[src/rtl/bus_lock_pkg.sv]
package bus_lock_pkg;

    typedef enum logic [1:0] {
        OWN_NONE = 2'd0,
        OWN_M0   = 2'd1,
        OWN_M1   = 2'd2
    } owner_e;

    // Owner code for a master index.
    function automatic owner_e owner_of(input logic idx);
        return idx ? OWN_M1 : OWN_M0;
    endfunction

    // Master index of an owner code (only meaningful when not OWN_NONE).
    function automatic logic owner_idx(input owner_e own);
        return (own == OWN_M1);
    endfunction

    // Simultaneous request resolution: master 1 wins only with strict priority.
    function automatic logic tie_winner(input logic [1:0] pr);
        return pr[1] & ~pr[0];
    endfunction

endpackage

[src/rtl/bus_lock_rsv_reg.sv]
module bus_lock_rsv_reg #(
    parameter int RES_W = 8
) (
    input  logic             clk,
    input  logic             rst,
    input  logic             wr,
    input  logic [RES_W-1:0] wdata,
    input  logic             held,
    output logic [RES_W-1:0] value
);
    always_ff @(posedge clk) begin
        if (rst)
            value <= '0;
        else if (wr && !held)
            value <= wdata;
    end
endmodule

[src/rtl/bus_lock_hold_timer.sv]
module bus_lock_hold_timer #(
    parameter int RES_W   = 8,
    parameter int IDLE_MS = 100
) (
    input  logic             clk,
    input  logic             rst,
    input  logic             load,
    input  logic [RES_W-1:0] load_val,
    input  logic             held,
    input  logic             tick,
    input  logic             bus_busy,
    output logic             expired,
    output logic             idle_over
);
    localparam int IDLE_W = $clog2(IDLE_MS + 2);
    localparam logic [IDLE_W-1:0] IDLE_LIM = IDLE_W'(IDLE_MS + 1);

    logic [RES_W-1:0]  rsv_cnt;
    logic [IDLE_W-1:0] idle_cnt;

    always_ff @(posedge clk) begin
        if (rst) begin
            rsv_cnt  <= '0;
            idle_cnt <= '0;
        end else if (load) begin
            rsv_cnt  <= load_val;
            idle_cnt <= '0;
        end else if (!held) begin
            rsv_cnt  <= '0;
            idle_cnt <= '0;
        end else begin
            if (tick && rsv_cnt != '0)
                rsv_cnt <= rsv_cnt - 1'b1;
            if (bus_busy || rsv_cnt != '0)
                idle_cnt <= '0;
            else if (tick && idle_cnt != IDLE_LIM)
                idle_cnt <= idle_cnt + 1'b1;
        end
    end

    assign expired   = (rsv_cnt == '0);
    assign idle_over = (idle_cnt == IDLE_LIM);
endmodule

[src/rtl/bus_lock_owner_arb.sv]
module bus_lock_owner_arb
    import bus_lock_pkg::*;
(
    input  logic       clk,
    input  logic       rst,
    input  logic [1:0] req,
    input  logic [1:0] prio,
    input  logic [1:0] idle_en,
    input  logic       expired,
    input  logic       idle_over,
    output owner_e     owner,
    output owner_e     owner_nxt,
    output logic [1:0] grant_evt,
    output logic [1:0] lost_evt
);
    logic [1:0] gev_nxt;
    logic [1:0] lev_nxt;
    logic       cur;
    logic       oth;

    always_comb begin
        owner_nxt = owner;
        gev_nxt   = 2'b00;
        lev_nxt   = 2'b00;
        cur       = owner_idx(owner);
        oth       = ~cur;
        if (owner == OWN_NONE) begin
            if (req == 2'b11)
                owner_nxt = owner_of(tie_winner(prio));
            else if (req[0])
                owner_nxt = OWN_M0;
            else if (req[1])
                owner_nxt = OWN_M1;
        end else begin
            if (!req[cur]) begin
                owner_nxt = OWN_NONE;
            end else if (idle_over && idle_en[cur]) begin
                owner_nxt    = OWN_NONE;
                lev_nxt[cur] = 1'b1;
            end else if (req[oth] && expired) begin
                owner_nxt    = owner_of(oth);
                lev_nxt[cur] = 1'b1;
            end
        end
        if (owner_nxt != OWN_NONE && owner_nxt != owner)
            gev_nxt[owner_idx(owner_nxt)] = 1'b1;
    end

    always_ff @(posedge clk) begin
        if (rst) begin
            owner     <= OWN_NONE;
            grant_evt <= 2'b00;
            lost_evt  <= 2'b00;
        end else begin
            owner     <= owner_nxt;
            grant_evt <= gev_nxt;
            lost_evt  <= lev_nxt;
        end
    end
endmodule

[src/rtl/dual_bus_lock_arbiter.sv]
module dual_bus_lock_arbiter
    import bus_lock_pkg::*;
#(
    parameter int RES_W   = 8,
    parameter int IDLE_MS = 100
) (
    input  logic               clk,
    input  logic               rst,
    input  logic               ms_tick,
    input  logic               bus_active,
    input  logic [1:0]         lock_req,
    input  logic [1:0]         connect,
    input  logic [1:0]         prio,
    input  logic [1:0]         idle_en,
    input  logic [1:0]         rsv_wr,
    input  logic [2*RES_W-1:0] rsv_wdata,
    output logic [1:0]         granted,
    output logic [1:0]         peer_locked,
    output logic [1:0]         switch_en,
    output logic [1:0]         grant_evt,
    output logic [1:0]         lost_evt
);
    localparam int NM = 2;

    owner_e           owner;
    owner_e           owner_nxt;
    logic [RES_W-1:0] rsv_val [NM];
    logic             expired;
    logic             idle_over;
    logic             load;

    assign granted = {owner == OWN_M1, owner == OWN_M0};

    for (genvar i = 0; i < NM; i++) begin : g_master
        bus_lock_rsv_reg #(.RES_W(RES_W)) rsv_i (
            .clk   (clk),
            .rst   (rst),
            .wr    (rsv_wr[i]),
            .wdata (rsv_wdata[i*RES_W +: RES_W]),
            .held  (granted[i]),
            .value (rsv_val[i])
        );
        assign peer_locked[i] = granted[NM-1-i];
        assign switch_en[i]   = granted[i] & connect[i];
    end

    assign load = (owner_nxt != OWN_NONE) && (owner_nxt != owner);

    bus_lock_hold_timer #(.RES_W(RES_W), .IDLE_MS(IDLE_MS)) timer_i (
        .clk       (clk),
        .rst       (rst),
        .load      (load),
        .load_val  (rsv_val[owner_idx(owner_nxt)]),
        .held      (owner != OWN_NONE),
        .tick      (ms_tick),
        .bus_busy  (bus_active),
        .expired   (expired),
        .idle_over (idle_over)
    );

    bus_lock_owner_arb arb_i (
        .clk       (clk),
        .rst       (rst),
        .req       (lock_req),
        .prio      (prio),
        .idle_en   (idle_en),
        .expired   (expired),
        .idle_over (idle_over),
        .owner     (owner),
        .owner_nxt (owner_nxt),
        .grant_evt (grant_evt),
        .lost_evt  (lost_evt)
    );
endmodule

[config.mk]
export PLATFORM = sky130hd
export DESIGN_NAME = dual_bus_lock_arbiter
export DESIGN_NICKNAME = d
export VERILOG_FILES = /design/src/rtl/bus_lock_pkg.sv /design/src/rtl/bus_lock_rsv_reg.sv /design/src/rtl/bus_lock_hold_timer.sv /design/src/rtl/bus_lock_owner_arb.sv /design/src/rtl/dual_bus_lock_arbiter.sv
export SDC_FILE = /design/constraint.sdc
export NUM_CORES = 1
export LEC_CHECK = 0
export CORE_MARGIN = 2
export CORE_UTILIZATION = 40
export DETAILED_ROUTE_END_ITERATION = 12
export DONT_BUFFER_PORTS = 1
export GPL_ROUTABILITY_DRIVEN = 0
export GPL_TIMING_DRIVEN = 0
export MAX_ROUTING_LAYER = met4
export PLACE_DENSITY = 0.57
export SYNTH_ARGS = -nofsm -noshare
export SYNTH_HDL_FRONTEND = slang
export SYNTH_SLANG_ARGS = --single-unit
[constraint.sdc]
create_clock -name clk -period 3.7 [get_ports clk]
set_clock_uncertainty 0.15 [all_clocks]
set_input_delay 0.37 -clock clk [delete_from_list [all_inputs] [get_ports clk]]
set_output_delay 0.37 -clock clk [all_outputs]
set_load 0.05 [all_outputs]
## After elaboration in Yosys (flattened, before gate mapping)

Cells that the tools add are included.

| storage, ports and cells | value |
|---|---|
| flip-flop bits (word level) | 37 |
| bits in latches | 0 |
| RAM bits | 0 |
| memory bits (read-only) | 0 |
| input bits | 30 |
| output and inout port bits | 10 |
| memories kept | 0 |

| cells by class | value |
|---|---|
| $add $sub $neg | 2 |
| multiply operators | 0 |
| div/mod/pow operators | 0 |
| order comparisons | 6 |
| eq/ne operators | 8 |
| shift operators | 0 |
| muxes and demuxes | 27 |
| bitwise logic cells | 9 |
| reductions and logical operators | 20 |

Operators by type and width:

| cell | count |
|---|---|
| 2-to-1 mux 8 bit | 6 |
| 2-to-1 mux 2 bit | 11 |
| logical AND 1 bit | 9 |
| logical NOT 8 bit | 1 |
| 2-to-1 mux 1 bit | 8 |
| nonzero test 8 bit | 1 |
| subtractor 8 x 1 -> 8 bit, second input constant | 1 |
| adder 7 x 1 -> 7 bit, second input constant | 1 |
| equality test 7 bit, second input constant | 1 |
| != test 7 bit, second input constant | 1 |
| equality test 2 bit, second input constant | 3 |
| less-than comparator 1 x 2 -> 1 bit, second input constant | 3 |
| NOT 1 bit | 5 |
| nonzero test 2 bit | 2 |
| OR reduction 4 bit | 1 |
| bitwise AND 1 bit | 3 |
| != test 3 bit, second input constant | 1 |
| OR reduction 3 bit | 1 |
| demux 1 bit (select 1 bit) | 2 |
| equality test 2 x 1 -> 1 bit, second input constant | 1 |
| >= comparator 1 bit, second input constant | 2 |
| >= comparator 2 bit, second input constant | 1 |
| logical NOT 1 bit | 2 |
| logical NOT 2 bit | 1 |
| 4 further kinds | 4 |

## Longest topological paths before layout

Gate-level depths: netlist of run 1.

| logic depth | value |
|---|---|
| depth in word-level cells | 15 |
| mapped depth | 10 |
| mapped depth without buffers | 8 |

## Hierarchy

From an unflattened synthesis of run 1, not the netlist that was laid out.

| second synthesis, totals | value |
|---|---|
| cells, all modules | 230 |
| area, all modules | 2,177.1 um^2 |

Modules (own cells, without submodules):

| module | instances | cells an instance | area an instance (um^2) |
|---|---|---|---|
| bus_lock_hold_timer | 1 | 101 | 880.8 |
| bus_lock_rsv_reg | 2 | 34 | 359.1 |
| bus_lock_owner_arb | 1 | 39 | 367.9 |
| dual_bus_lock_arbiter | 1 | 22 | 210.2 |

## Worst setup path after synthesis of run 1

OpenSTA, ideal clock, no wires.

| timing | value |
|---|---|
| path kind | flip-flop to flip-flop |
| start point | register timer_i.rsv_cnt[0] |
| end point | register timer_i.idle_cnt[4] |
| library setup time | 100 ps |
| arrival time | 2,497 ps |
| data required time | 3,450 ps |
| path slack | 954 ps |
| stages on the path, launching flop included | 11 |
| clock period less this slack | 2,746 ps |
| path through | dfxtp_1 -> inv_1 -> ha_1 -> or3b_2 -> clkbuf_1 -> or4_4 -> o211ai_2 -> a211oi_4 -> or2_4 -> buf_6 -> a2111oi_4 |

| on the way | value |
|---|---|
| cells in the longest elaborated chain, start to end | 9 |
| elaborated cells on any way between the ends | 12 |
| those cells by class | eq/ne: 1; mux: 4; reduce/logical: 7 |

RTL lines:

| item | line | RTL |
|---|---|---|
| start, declared | bus_lock_hold_timer.sv:18 | `logic [RES_W-1:0] rsv_cnt;` |
| start signal, assigned | bus_lock_hold_timer.sv:26 | `rsv_cnt <= load_val;` |
| start signal, assigned | bus_lock_hold_timer.sv:33 | `rsv_cnt <= rsv_cnt - 1'b1;` |
| logical NOT 8 bit | bus_lock_hold_timer.sv:41 | `assign expired = (rsv_cnt == '0);` |
| logical AND 1 bit | bus_lock_owner_arb.sv:40 | `end else if (req[oth] && expired) begin` |
| 2-to-1 mux 2 bit | bus_lock_owner_arb.sv:40 |  |
| 2-to-1 mux 2 bit | bus_lock_owner_arb.sv:37 | `end else if (idle_over && idle_en[cur]) begin` |
| 2-to-1 mux 2 bit | bus_lock_owner_arb.sv:35 | `if (!req[cur]) begin` |
| 2-to-1 mux 2 bit | bus_lock_owner_arb.sv:27 | `if (owner == OWN_NONE) begin` |
| != test 2 bit or nonzero test 2 bit (tied branches) | dual_bus_lock_arbiter.sv:47 | `assign load = (owner_nxt != OWN_NONE) && (owner_nxt != owner);` |
| logical AND 1 bit | dual_bus_lock_arbiter.sv:47 |  |
| OR reduction 4 bit (no line) * | - |  |
| end signal, assigned | bus_lock_hold_timer.sv:37 | `idle_cnt <= idle_cnt + 1'b1;` |
| end, declared | bus_lock_hold_timer.sv:19 | `logic [IDLE_W-1:0] idle_cnt;` |

Mark *: on every way between the ends. The rest lies on a longest branch, timed or not.
A chain may end at the register's enable or synchronous reset.

## Worst setup path in the final report of run 1

| timing | value |
|---|---|
| start point | register timer_i.rsv_cnt[0] |
| end point | register timer_i.rsv_cnt[0] |

| on the way | value |
|---|---|
| cells in the longest elaborated chain, start to end | 12 |
| elaborated cells on any way between the ends | 21 |
| those cells by class | add/sub: 1; eq/ne: 3; mux: 10; bitwise: 1; reduce/logical: 6 |

RTL lines:

| item | line | RTL |
|---|---|---|
| logical NOT 8 bit | bus_lock_hold_timer.sv:41 |  |
| logical AND 1 bit | bus_lock_owner_arb.sv:40 |  |
| 2-to-1 mux 2 bit | bus_lock_owner_arb.sv:40 |  |
| 2-to-1 mux 2 bit | bus_lock_owner_arb.sv:37 |  |
| 2-to-1 mux 2 bit | bus_lock_owner_arb.sv:35 |  |
| 2-to-1 mux 2 bit | bus_lock_owner_arb.sv:27 |  |
| equality test 2 bit | bus_lock_pkg.sv:16 | `return (own == OWN_M1);` |
| NOT 1 -> 2 bit (not written as such) | dual_bus_lock_arbiter.sv:53 | `.load_val (rsv_val[owner_idx(owner_nxt)]),` |
| 2-to-1 mux 8 bit (not written as such) (3 in a row) | dual_bus_lock_arbiter.sv:53 |  |
| 2-to-1 mux 8 bit | bus_lock_hold_timer.sv:25 | `end else if (load) begin` |

Several ways; a longest one is shown, not always the timed one. The select of a mux whose other input is x is not followed.

==> results of run 1 <==
report_power, final:
| part | switching [mW] | total (mW) | internal, mW | leakage [nW] |
|---|---|---|---|---|
| Sequential | 0.0225 | 0.444 | 0.421 | 0.302 |
| Clock | 0.138 | 0.334 | 0.196 | 0.0540 |
| Combinational | 0.181 | 0.281 | 0.100 | 0.460 |
cell type report:
type | instances | area [um2] | share of cell area (%)
Tap cell | 70 | 87.6 | 3.85
Multi-Input combinational cell | 174 | 1230 | 54.1
Buffer | 17 | 92.6 | 4.07
Sequential cell | 37 | 741 | 32.6
Clock inverter | 2 | 35.0 | 1.54
Clock buffer | 5 | 68.8 | 3.03
Inverter | 5 | 18.8 | 0.825
kinds of logic after synthesis:
kind of cell	share of synthesized area (%)
AOI/OAI and AO/OA	22.0
xor gates and xnor gates	3.78
adders and majority gates	2.40
buffers and inverters	5.35
DFF	35.6
muxes	8.17
and+or+nand+nor	22.8
worst reg2reg max path: stages (launching register included):
cell,delay [ps]
dfxtp_1,340
inv_1,80
ha_1,140
or3b_2,440
clkbuf_1,240
nor2_2,220
o21ai_1,130
a211oi_1,1000
nand3_1,190
a311oi_2,310
registers in the layout (all words and copies together) (netlist names):
name,count
timer_i.idle_cnt,7
arb_i.lost_evt,2
arb_i.grant_evt,2
g_master.rsv_i.value,16
timer_i.rsv_cnt,8
arb_i.owner,2
worst max-delay path by stage:
stage	from	endpoint	depth (start not counted)
after floorplan	timer_i.rsv_cnt[0]	timer_i.idle_cnt[4]	10
after global placement	timer_i.rsv_cnt[0]	timer_i.rsv_cnt[0]	9
after detailed placement	timer_i.rsv_cnt[0]	timer_i.rsv_cnt[0]	9
after CTS	timer_i.rsv_cnt[0]	timer_i.rsv_cnt[0]	9
after global routing	timer_i.rsv_cnt[0]	timer_i.rsv_cnt[1]	9
final	timer_i.rsv_cnt[0]	timer_i.rsv_cnt[0]	9
Yosys cell counts, drive strengths merged, types with 3 or more instances:
cell type,count,area share (%)
a211oi,5,2.4
nand2b,3,0.90
dfxtp,37,36
mux2i,17,8.2
or2,3,1.0
ha,4,2.4
a31oi,7,2.1
nand2,13,2.3
o31ai,8,2.9
nor3,6,1.4
clkbuf,9,1.6
buf,8,2.8
inv,5,0.90
and2,3,0.90
xor2,4,1.7
a21oi,9,2.2
nor4,6,3.3
xnor2,5,2.1
nand3,6,1.4
o21ai,15,3.8
or4,3,1.3
nor2,30,5.5
or3,3,0.90
stage by stage:
step	utilization [%]	cell area, um2	setup slack (ps)	total power [mW]
6_report	44.8	2270	381	1.06
5_1_grt	44.8	2270	76.2	1.12
4_1_cts	44.8	2270	397	1.07
3_5_place_dp	42.8	2170	414	0.735
3_3_place_gp	42.8	2170	537	0.731
2_1_floorplan	-	2080	954	0.681
per-layer routing:
layer	track usage (%)	wire [um]	part of all wire, %	up-vias
li1	-	-	-	863
met4	6.00	73	1.6	0
met1	20.2	2020	44	805
met3	3.55	210	4.6	9
met2	28.4	2310	50	35
met5	-	0	0	-
==> results by group, run 1 <==
Worst setup path
  • CP max-delay cell: a211oi_1
  • Worst-case reg-to-reg path depth: 9
  • WP buf/inv: 2
  • Critical Path RT: roughly 3800 ps
  • R2R Setup Slk: around 380 ps
  • CP max stage delay: a little under 1000 ps
  • Critical path launch point type: flip-flop
  • Top delay family on crit path: compound AO/OA/AOI/OAI gates
  • Crit Path Category: reg -> reg
  • Reg2reg end: timer_i.rsv_cnt[0]
  • Critical path peak fanout: 10
  • Crit path capture type: flip-flop
  • Worst-path cell chain: inv_1 -> ha_1 -> or3b_2 -> clkbuf_1 -> nor2_2 -> o21ai_1 -> a211oi_1 -> nand3_1 -> a311oi_2
  • R2r startpoint: timer_i.rsv_cnt[0]
  • CP Data Arrival Time: 3370 ps

STA
  • Part of the cycle the worst path needs: between 80% and 90%
  • Final Critical Period: roughly 3300 ps
  • Final Max Tran Viols: 0
  • Worst Tran Pin Value: 1220 ps
  • # setup viols final: 0
  • RSZ-0062 raised after global routing: false
  • Final hold slack: between 70 and 80 ps
  • Setup TNS: 0 ps
  • Max_slew headroom: a little under a fifth
  • Final Hold Viols: 0
  • FMAX: around 0.3 GHz

Clock tree
  • Postcts setup bufs: 0
  • Clk root buf: clkbuf_8
  • H-tree levels: 2
  • PostCTS Resize Cnt: 0
  • CTS tree: done
  • CTS max path bufs: 2
  • Clock slew at reported path FFs: roughly 70 ps
  • Clock Latency Late Sink: ~290 ps
  • Num Clock Sinks: 37
  • Inserted Clock Buffers: 5
  • Cts hold-fix bufs: 0

Detailed routing
  • Vias: roughly 1.7k
  • Post-Route WL: ~4.6 mm
  • Pre-antenna DRT Iters: 4
  • Post-DRT Antenna Nets: 0
  • Drt drc: 0
  • Vias/cell: between 5 and 6
  • First DRT Iteration DRCs: 70
  • Routed wire per std cell: between 10 and 15 um

Yosys
  • Mapped Cells: between 200 and 250
  • Post-Syn Area per Cell: just under 9 um2
  • Unique cell type count in the Yosys netlist: 52
  • Top_reg_cell synth: dfxtp_1
  • Post-synth EDFFs: 0
  • Synth Warn #: 0
  • Synthesized flop and latch total: 37
  • Syn_nets: 267
  • Synth Cell Area: ~2100 um2
  • Ys async rst share: 0%
  • Sequential area share after synthesis: 35.6%

Cells and area
  • Final #Nets: around 270
  • Filler cells: about 540
  • Antenna cells: 0
  • Most frequent cells in the layout: dfxtp_1 (37), nor2_1 (29), mux2i_1 (17)
  • Post-Layout Cell Count: 310
  • Commonest non-fill, non-tap cell in the layout: dfxtp_1
  • Area growth syn-to-layout: 9.19%
  • Layout cells sized above 1: approximately 14%

Floorplanning
  • Row count: 26
  • Ports: 40
  • Die ar.: 5800 um2
  • Chip width: between 70 and 80 um
  • Starting Density: between 40% and 50%
  • Core footprint: about 5100 um2
  • Die height: 76.2 um

Placement
  • PortBufs: 0
  • Detailed placer's ending HPWL: 3.28 mm
  • DP Cell Count: about 300

Outcome
  • Outcome: completed

GRT
  • Grt ovf: 0
  • Largest net degree at the start of global routing: 12
  • First-pass GRT wire length: around 7.6 mm
  • Vias in the first global route: between 1.5k and 2k
  • Antenna violations before repair: 0
  • Total track usage: about 17%

Worst hold path
  • Min-delay worst type: in -> reg
  • Hold Path Depth: 2
  • Hold Startpoint: rsv_wdata[6]
  • WHS Endpoint: g_master[0].rsv_i.value[6]

Power and ir drop
  • LEAKAGE: about 0.82 nW
  • Pwr Density: between 400 and 500 nW/um2
  • VDD IR max: between 0.2 and 0.25 mV

Run
  • Max-cap violations: 0
(Power assumes the default switching activity.)
==> inputs of run 2 (changes only) <==
--- a/config.mk
+++ b/config.mk
@@ -5,7 +5,6 @@
 export SDC_FILE = /design/constraint.sdc
 export NUM_CORES = 1
 export LEC_CHECK = 0
-export CORE_MARGIN = 2
 export CORE_UTILIZATION = 40
 export DETAILED_ROUTE_END_ITERATION = 12
 export DONT_BUFFER_PORTS = 1
==> run 2 against run 1 <==
Largest power group unchanged. Sequential cell count is the same. Critical endpoint is now timer_i.rsv_cnt[1]. Sequential power is essentially flat. Die area shrank 5.2%. First-iteration DRC count grew 17%. Via count shrank 1.7%. Clock power grew 29%. Cell area grew 1.3%. Wire length shrank 1.3%. Maximum frequency grew 1.5%.
==> results by group, run 2 (same netlist as run 1, synthesis figures left out) <==
Floorplanning
  • Die ar.: 5500 um2 (was 5800 um2)
  • Die height: 74.2 um (was 76.2 um)
  • Chip width: 74.2 um (was 76.2 um)
  • Starting Density: 42.7% (was 41.1%)
  • Row count: 25 (was 26)
  • Ports: 40 (unchanged)
  • Core footprint: 4880 um2 (was 5070 um2)

Worst setup path
  • Critical path launch point type: flip-flop (unchanged)
  • Critical Path RT: 3750 ps (about the same)
  • Critical path peak fanout: 10 (unchanged)
  • R2r startpoint: timer_i.rsv_cnt[0] (unchanged)
  • Crit Path Category: reg -> reg (unchanged)
  • Worst setup startpoint: timer_i.rsv_cnt[0] (unchanged)
  • Worst-case reg-to-reg path depth: 9 (unchanged)
  • Crit path capture type: flip-flop (unchanged)
  • CP Data Arrival Time: 3320 ps (was 3370 ps)

Placement
  • Detailed placer's ending HPWL: 3.29 mm (was 3.28 mm)
  • Placed Area: 2170 um2 (about the same)
  • DP Cell Count: 300 (was 303)
  • PortBufs: 0 (unchanged)

GRT
  • Total track usage: 18.8% (was 16.9%)
  • Grt ovf: 0 (unchanged)
  • Antenna violations before repair: 0 (unchanged)
  • First-pass GRT wire length: 7.40 mm (was 7.58 mm)
  • Largest net degree at the start of global routing: 14 (was 12)
  • Vias in the first global route: 1544 (was 1562)

Cells and area
  • Post-Layout Cell Count: 308 (was 310)
  • Final #Nets: 274 (unchanged)
  • Area growth syn-to-layout: 10.6% (was 9.19%)
  • Finished Cell Area: 2300 um2 (was 2270 um2)
  • Largest registers: g_master.rsv_i.value (16), timer_i.rsv_cnt (8), timer_i.idle_cnt (7) (unchanged)
  • Biggest register: g_master.rsv_i.value (unchanged)
  • Antenna cells: 0 (unchanged)
  • Layout cells sized above 1: 14.5% (was 14.2%)
  • Commonest non-fill, non-tap cell in the layout: dfxtp_1 (unchanged)
  • Most frequent cells in the layout: dfxtp_1 (37), nor2_1 (29), mux2i_1 (17) (unchanged)
  • Max FFs per register: 16 (unchanged)

STA
  • Final Max Tran Viols: 0 (unchanged)
  • Max_slew headroom: 24.3% (was 18.5%)
  • Worst Tran Pin Value: 1130 ps (was 1220 ps)
  • Final Hold Viols: 0 (unchanged)
  • Setup TNS: 0 ps (unchanged)
  • Final Critical Period: 3270 ps (was 3320 ps)
  • # setup viols final: 0 (unchanged)
  • FMAX: 0.306 GHz (was 0.301 GHz)
  • Part of the cycle the worst path needs: 88.4% (was 89.7%)
  • RSZ-0062 raised after global routing: false (unchanged)

Detailed routing
  • Vias: 1683 (was 1712)
  • Routed wire per std cell: 14.8 um (was 14.9 um)
  • Vias/cell: 5.46 (was 5.52)
  • WL met1: 2.17 mm (was 2.02 mm)
  • First DRT Iteration DRCs: 82 (was 70)
  • Highest metal used: met4 (unchanged)
  • Post-DRT Antenna Nets: 0 (unchanged)
  • Metal3 WL: 182 um (was 210 um)
  • Post-Route WL: 4.55 mm (was 4.61 mm)
  • Pre-antenna DRT Iters: 4 (unchanged)
  • Met2 routed wirelength: 2.16 mm (was 2.31 mm)
  • Drt drc: 0 (unchanged)

Clock tree
  • H-tree levels: 2 (unchanged)
  • Clock Latency Late Sink: 290 ps (about the same)
  • Clk root buf: clkbuf_8 (unchanged)
  • CTS max path bufs: 2 (unchanged)
  • PostCTS Resize Cnt: 0 (unchanged)
  • Cts hold-fix bufs: 0 (unchanged)
  • Clock slew at reported path FFs: 90 ps (was 70 ps)
  • Num Clock Sinks: 37 (unchanged)
  • Inserted Clock Buffers: 5 (unchanged)
  • Postcts setup bufs: 0 (unchanged)
  • CTS tree: done (unchanged)

Outcome
  • Outcome: completed (unchanged)

Run
  • Max-cap violations: 0 (unchanged)

Worst hold path
  • Hold Startpoint: rsv_wdata[15] (was rsv_wdata[6])
  • Hold Path Depth: 2 (unchanged)
  • Min-delay worst type: in -> reg (unchanged)

Power and ir drop
  • LEAKAGE: 0.831 nW (was 0.816 nW)
  • Pwr Density: 501 nW/um2 (was 465 nW/um2)
  • VDD IR max: 0.270 mV (was 0.214 mV)
## run 2: cell types whose count changed in the layout (fill, tap and decap cells not counted), sizes merged
cell    previous run  this run
bufinv             1         2
clkinv             1         0
inv                5         6
## run 2: final timing paths
| check | end | slack (ps) |
|---|---|---|
| max | timer_i.rsv_cnt[1] | 430 |
| min | g_master[1].rsv_i.value[7] | 70 |
| max reg2reg | timer_i.rsv_cnt[1] | 430 |
| min reg2reg | timer_i.rsv_cnt[3] | 330 |
## run 2: worst max-delay path, stage by stage, from the launching register on
cell	delay (ps)
dfxtp_1	340
inv_1	80
ha_1	140
or3b_2	450
clkbuf_1	240
nor2_2	230
o21ai_1	130
a211oi_1	930
nand3_1	190
a311oi_2	300
## run 2: metrics by stage
| step | power, mW | utilization, % | hold WS, ps | setup slack, ps |
|---|---|---|---|---|
| after floorplan | 0.681 | - | 296 | 954 |
| after global placement | 0.732 | 44.4 | 316 | 529 |
| after CTS | 1.16 | 47.2 | 71.4 | 488 |
| final | 1.15 | 47.2 | 71.3 | 430 |
| after detailed placement | 0.734 | 44.4 | 317 | 512 |
| after global routing | 1.21 | 47.2 | 65.6 | 138 |
## run 2: layer usage
layer | GRT usage (%) | vias to the layer above
li1 | - | 859
met3 | 4.07 | 4
met2 | 30.6 | 33
met5 | - | -
met4 | 5.13 | 0
met1 | 23.3 | 787
## run 2: cell type report
class	count	area, um2
multi-input cells	174	1230
well taps	67	83.8
plain buffers	17	92.6
fillers	513	2570
flip-flops and latches	37	741
clock inverters	3	68.8
clock buffers	5	68.8
inverters	5	18.8
## run 2: where the power goes
group          switching, mW  leakage, nW  internal, mW  total [mW]
registers             0.0230        0.302         0.421       0.444
logic                  0.180        0.460         0.100       0.280
clock network          0.159       0.0687         0.272       0.431
total                  0.362        0.831         0.793        1.15
